===== src/rtl/nvm_map_pkg.sv =====
package nvm_map_pkg;
  localparam int ADDR_W = 16;
  localparam int BLK_W  = 5;
  localparam int SADDR_W = ADDR_W + 1;

  typedef enum logic [1:0] {
    ACC_FETCH = 2'b00,
    ACC_DRD   = 2'b01,
    ACC_DWR   = 2'b10,
    ACC_IDLE  = 2'b11
  } acc_e;

  typedef struct packed {
    logic [1:0]         ce;
    logic               rtc;
    logic               ext;
    logic               fault;
    logic               wr;
    logic               blocked;
    logic [SADDR_W-1:0] saddr;
    acc_e               acc;
  } map_res_t;
endpackage


===== src/rtl/nvm_bound_cmp.sv =====
module nvm_bound_cmp #(
  parameter int BLK_W    = 5,
  parameter int TOP_BLKS = 16
) (
  input  logic [BLK_W-1:0] blk,
  input  logic [BLK_W-1:0] bound,
  output logic             below_bound,
  output logic             in_ram
);
  localparam int CW = BLK_W + 1;
  localparam logic [CW-1:0] TOP_C = CW'(TOP_BLKS);

  logic [CW-1:0] bound_w, eff, blk_w;

  always_comb begin
    bound_w     = {1'b0, bound};
    blk_w       = {1'b0, blk};
    eff         = (bound_w > TOP_C) ? TOP_C : bound_w;
    below_bound = (blk_w < eff);
    in_ram      = (blk_w < TOP_C);
  end

  // Program region is always inside the shared RAM
  always_comb begin
    if (below_bound) assert_prog_in_ram_R3: assert (in_ram);
  end
endmodule


===== src/rtl/nvm_region_dec.sv =====
module nvm_region_dec
  import nvm_map_pkg::*;
#(
  parameter int          TOP_BLKS = 16,
  parameter logic [1:0]  RTC_WIN  = 2'b00
) (
  input  logic              flat,
  input  logic [BLK_W-1:0]  bound,
  input  logic              periph_sel,
  input  acc_e              acc,
  input  logic [ADDR_W-1:0] addr,
  output map_res_t          res
);
  localparam int SHIFT = ADDR_W - BLK_W;

  logic below_bound, in_ram, is_data, is_wr, in_win;

  nvm_bound_cmp #(.BLK_W(BLK_W), .TOP_BLKS(TOP_BLKS)) u_cmp (
    .blk         (addr[ADDR_W-1:SHIFT]),
    .bound       (bound),
    .below_bound (below_bound),
    .in_ram      (in_ram)
  );

  always_comb begin
    is_data = (acc == ACC_DRD) || (acc == ACC_DWR);
    is_wr   = (acc == ACC_DWR);
    in_win  = periph_sel && (addr[ADDR_W-1:ADDR_W-2] == RTC_WIN);

    res         = '0;
    res.acc     = acc;
    if (acc == ACC_IDLE) begin
      res.ce = 2'b00;
    end else if (is_data && in_win) begin
      res.rtc = 1'b1;
      res.wr  = is_wr;
    end else if (flat) begin
      res.ce    = is_data ? 2'b10 : 2'b01;
      res.saddr = {is_data, addr};
      res.wr    = is_wr;
    end else if (!is_data) begin
      if (below_bound) begin
        res.ce    = 2'b01;
        res.saddr = {1'b0, addr};
      end else begin
        res.fault = 1'b1;
      end
    end else if (!in_ram) begin
      res.ext = 1'b1;
      res.wr  = is_wr;
    end else if (is_wr && below_bound) begin
      res.blocked = 1'b1;
    end else begin
      res.ce    = 2'b01;
      res.saddr = {1'b0, addr};
      res.wr    = is_wr;
    end
  end
endmodule


===== src/rtl/nvm_out_stage.sv =====
module nvm_out_stage
  import nvm_map_pkg::*;
(
  input  logic     clk,
  input  logic     rst_n,
  input  logic     in_valid,
  output logic     in_ready,
  input  map_res_t in_res,
  output logic     out_valid,
  input  logic     out_ready,
  output map_res_t out_res,
  output logic     viol_pulse
);
  logic fire;

  assign in_ready = !out_valid || out_ready;
  assign fire     = in_valid && in_ready;

  always_ff @(posedge clk) begin
    if (!rst_n) begin
      out_valid  <= 1'b0;
      out_res    <= '0;
      viol_pulse <= 1'b0;
    end else begin
      viol_pulse <= fire && in_res.blocked;
      if (fire) begin
        out_valid <= 1'b1;
        out_res   <= in_res;
      end else if (out_ready) begin
        out_valid <= 1'b0;
      end
    end
  end

  assert_hold_R9: assert property (@(posedge clk) disable iff (!rst_n)
    out_valid && !out_ready |=> out_valid && $stable(out_res));

  assert_viol_nowr_R5: assert property (@(posedge clk) disable iff (!rst_n)
    viol_pulse |-> out_valid && !out_res.wr && (out_res.ce == 2'b00));
endmodule


===== src/rtl/nvram_addr_map.sv =====
module nvram_addr_map
  import nvm_map_pkg::*;
#(
  parameter int         TOP_BLKS  = 16,
  parameter logic [1:0] RTC_WIN   = 2'b00,
  parameter bit         LARGE_MEM = 1'b0
) (
  input  logic         clk,
  input  logic         rst_n,
  input  logic         part_off,
  input  logic [4:0]   bound_blk,
  input  logic         periph_sel,
  input  logic         in_valid,
  output logic         in_ready,
  input  logic [1:0]   in_acc,
  input  logic [15:0]  in_addr,
  output logic         out_valid,
  input  logic         out_ready,
  output logic [1:0]   out_sram_ce,
  output logic         out_rtc_ce,
  output logic         out_ext_req,
  output logic         out_fetch_fault,
  output logic         out_wr_en,
  output logic [16:0]  out_sram_addr,
  output logic         wp_violation
);
  logic     flat;
  map_res_t dec_res, held;

  generate
    if (LARGE_MEM) begin : g_flat_only
      assign flat = 1'b1;
    end else begin : g_selectable
      assign flat = part_off;
    end
  endgenerate

  nvm_region_dec #(.TOP_BLKS(TOP_BLKS), .RTC_WIN(RTC_WIN)) u_dec (
    .flat       (flat),
    .bound      (bound_blk),
    .periph_sel (periph_sel),
    .acc        (acc_e'(in_acc)),
    .addr       (in_addr),
    .res        (dec_res)
  );

  nvm_out_stage u_stage (
    .clk        (clk),
    .rst_n      (rst_n),
    .in_valid   (in_valid),
    .in_ready   (in_ready),
    .in_res     (dec_res),
    .out_valid  (out_valid),
    .out_ready  (out_ready),
    .out_res    (held),
    .viol_pulse (wp_violation)
  );

  assign out_sram_ce     = held.ce;
  assign out_rtc_ce      = held.rtc;
  assign out_ext_req     = held.ext;
  assign out_fetch_fault = held.fault;
  assign out_wr_en       = held.wr;
  assign out_sram_addr   = held.saddr;

  assert_one_target_R4: assert property (@(posedge clk) disable iff (!rst_n)
    out_valid |-> $onehot0({out_sram_ce, out_rtc_ce, out_ext_req, out_fetch_fault}));

  assert_no_ext_fetch_R6: assert property (@(posedge clk) disable iff (!rst_n)
    out_valid && (held.acc == ACC_FETCH) |-> !out_ext_req);

  assert_addr_zero_R11: assert property (@(posedge clk) disable iff (!rst_n)
    out_valid && (out_sram_ce == 2'b00) |-> (out_sram_addr == 17'd0));

  generate
    if (LARGE_MEM) begin : g_chk_flat
      assert_flat_only_R8: assert property (@(posedge clk) disable iff (!rst_n)
        out_valid && (held.acc != ACC_IDLE) && !out_rtc_ce |-> (out_sram_ce != 2'b00));
    end
  endgenerate
endmodule


===== config.mk =====
export PLATFORM = sky130hd
export DESIGN_NAME = nvram_addr_map
export DESIGN_NICKNAME = d
export VERILOG_FILES = /design/src/rtl/nvm_map_pkg.sv /design/src/rtl/nvm_bound_cmp.sv /design/src/rtl/nvm_region_dec.sv /design/src/rtl/nvm_out_stage.sv /design/src/rtl/nvram_addr_map.sv
export SDC_FILE = /design/constraint.sdc
export NUM_CORES = 1
export LEC_CHECK = 0
export ABC_AREA = 1
export CAP_MARGIN = 5
export CORE_ASPECT_RATIO = 2
export CORE_MARGIN = 4
export CORE_UTILIZATION = 38
export DETAILED_ROUTE_END_ITERATION = 10
export PLACE_DENSITY = 0.71
export SLEW_MARGIN = 15
export SYNTH_ARGS = -nofsm -noshare
export SYNTH_HDL_FRONTEND = slang
export SYNTH_HIERARCHICAL = 1
export SYNTH_SLANG_ARGS = --single-unit

===== constraint.sdc =====
create_clock -name clk -period 3.11 [get_ports clk]
set_input_delay 0.933 -clock clk [delete_from_list [all_inputs] [get_ports clk]]
set_output_delay 0.933 -clock clk [all_outputs]
set_load 0.02 [all_outputs]

==> results.txt <==
The flow ran to the end, and the final reports show no timing, DRC or antenna violations. The H-tree depth is 1. The number of failing setup endpoints in the final timing report is 0. The wire length of the first global-routing pass is 6050 um. OpenSTA, run right after detailed placement, puts the worst setup slack at -0.113 ns. The number of buffers and inverters on the critical path is 3. The number of maximum-capacitance constraint violations came out at 0.

The analysis attributes to cell leakage a power of 1.09 nW. Combinational cells account for 34.9% of the total power. The category of the critical setup timing path is primary input to primary output. The number of cells on the worst reg-to-reg path is 5. The area growth from synthesis to layout came out at 33.3%.

The end point of the worst hold path is u_stage/out_res[5]. No sink is reached through more buffers than the 2 on the longest clock path. The critical path goes through clkdlybuf4s50_1 > inv_2 > nand2_4 > clkdlybuf4s50_1.

For this run, design rule violations remaining after detail routing come to 0. The worst setup path is captured at a primary output. The number of nets in the layout came out at 339. The setup slack after layout is 0.0950 ns. The number of antenna repair diodes is 0.

The most frequent cell on the critical path is clkdlybuf4s50_1. The first-pass detailed-route iteration total came out at 4. The largest driver fanout on the critical path is 2.

At the pin with the least slew margin, the transition time is 0.474 ns. The clock skew is 0.00488 ns. Along the worst hold path, the cell count comes to 2.

The total congestion overflow after global routing is 0. The power share of the clock group came out at 23.4%. The average instance area after synthesis came out at 6.62 sq um.

The die span in y is 102 um. The worst relative slew slack is 68.4%. The design draws 0.855 mW. The number of slew-limit violations in the final report is 0. The setup fix buffers added after clock tree synthesis came out at 0.

The area inside the core boundary is 4300 sq um. The core occupancy in the finished layout came out at 52.2%. The internal power summed over all cells came out at 0.573 mW.

The worst endpoint data arrival time came out at 2.08 ns. The required time at the worst-slack endpoint came out at 2.18 ns. The startpoint identified for the worst hold timing path is u_stage/out_res[5]. The total of warnings raised by yosys is 6. Clock-pin slew was measured on the worst setup and hold paths at 0.10 ns. The global placer's final weighted congestion came out at 0.909. The initial core utilization is 39.1%. The number of clock sinks seen by CTS came out at 25. The number of gates resized after CTS is 0. The finished cells cover 2240 sq um. The CTS root buffer is clkbuf_8. Adding up every negative setup slack in the final design gives 0 ns. In this run the worst hold path is classified as flop to flop. The largest single stage delay on the critical path is 0.59 ns.

The register-to-register path setup slack came out at 1.94 ns. The worst vdd rail ir drop is 0.000281 V. The gate family responsible for the most delay along the worst path is buffers and inverters. The overall fraction of global-route tracks in use is 14.2%.

The die area is 5620 sq um. The critical path's slowest cell is clkdlybuf4s50_1. The proportion of total power due to net switching came out at 33.0%. Detailed routing inserted a total of 1645 vias. In this run the power spent charging and discharging nets is 0.282 mW. The kind of start point of the critical path is a primary input. For this design the ratio of total power to cell area is 381 nW/um^2.

The number of antenna violations at the first check in global routing came out at 0. The maximum number of pins on one net before global-route repair came out at 50. The maximum frequency from static timing analysis is 332 MHz.

The clock latency on the worst-skew pair came out at 0.27 ns. During placement, the flow inserted port buffers numbering 54. The estimated wirelength of the detail-placed design came out at 2770 um. The number of hold violations in the final report is 0.

Sequential cells account for 41.7% of the total power. The number of global-route vias before repair is 1437. The number of design-rule violations left by the first detailed-router iteration came out at 22. The hold buffer count at CTS came out at 0. The worst register-to-register path ends at u_stage/out_res[13]. Setup repair after global routing could not meet its margin everywhere. The beginning of the worst register-to-register path is u_stage/out_valid. The wire length per cell came out at 10.8 um.

The die width is 55.0 um. The share of final-layout standard cells stronger than drive strength 1 came out at 12.2%. The part of the cycle the worst path needs is 96.9%.

The boundary pin count came out at 55. The antenna violation net count after detailed routing came out at 0. TritonCTS built the clock tree. The site row count is 34. Subtracting the final worst setup slack from the clock period gives 3.02 ns. After detailed routing, the number of vias per cell comes to 4.61. Synthesis produced 254 cells.

The TritonCTS buffer count came out at 3. Counting every net in the synthesized netlist gives 289. The wire length after detailed routing came out at 3870 um.

Summing every instance area after synthesis gives 1680 sq um. The cell area after placement came out at 2150 sq um.
[tightest hold or removal path, cell delays in order (launching register included)]
cell and delay, ns:
dfxtp_1 0.34, a21oi_1 0.04, nor2_1 0.08
[per-stage QoR]
| step | hold WS [ns] | cells |
|---|---|---|
| global placement | 0.459 | 352 |
| global route | 0.523 | 357 |
| CTS | 0.493 | 356 |
| finish | 0.489 | 357 |
| detailed placement | 0.469 | 352 |
| floorplan | 0.573 | 254 |
[per-layer routing]
layer | global-route usage [%] | wire length, um
met5 | 0 | 0
met4 | 5.81 | 67
met3 | 1.46 | 192
met2 | 26.2 | 2140
met1 | 15.4 | 1470
[sequential cells by signal, indices dropped and copies added (netlist names)]
signal	cells
u_stage/out_valid	1
u_stage/viol_pulse	1
u_stage/out_res	23
[cell usage in the layout, fill, tap and decap left out, drive strengths merged]
cell,count
a21boi,1
dfxtp,25
clkdlybuf4s50,54
clkinvlp,1
buf,6
inv,51
clkbuf,3
o21bai,1
nand3,27
nor3,2
ha,6
nor2,50
a21oi,27
nand4,1
nand2,48
[how the worst max path moves through the flow]
stage	from	end	cells after the start
after global placement	bound_blk[1]	u_stage/out_res[14]	19
final	out_ready	in_ready	4
after detailed placement	bound_blk[1]	u_stage/out_res[2]	19
after floorplan	bound_blk[1]	u_stage/out_res[10]	19
after global routing	bound_blk[0]	u_stage/out_res[3]	19
after CTS	out_ready	in_ready	4
[layout make-up]
cell class | count | area (sq um)
multi-input combinational | 163 | 848
clock buffer | 3 | 41.3
sequential | 25 | 500
tap | 54 | 67.6
clock inverter | 1 | 7.51
timing repair buffer | 60 | 586
inverter | 51 | 191
fill | 451 | 2050
[power by group through the flow]
stage	Combinational (mW)	Clock (mW)	Sequential, mW
global placement	0.284	0	0.364
finish	0.298	0.200	0.357
floorplan	0.160	0	0.394
detailed placement	0.287	0	0.364
global route	0.332	0.221	0.360
CTS	0.288	0.210	0.357
Note: power is estimated with default switching activity, not from simulation.
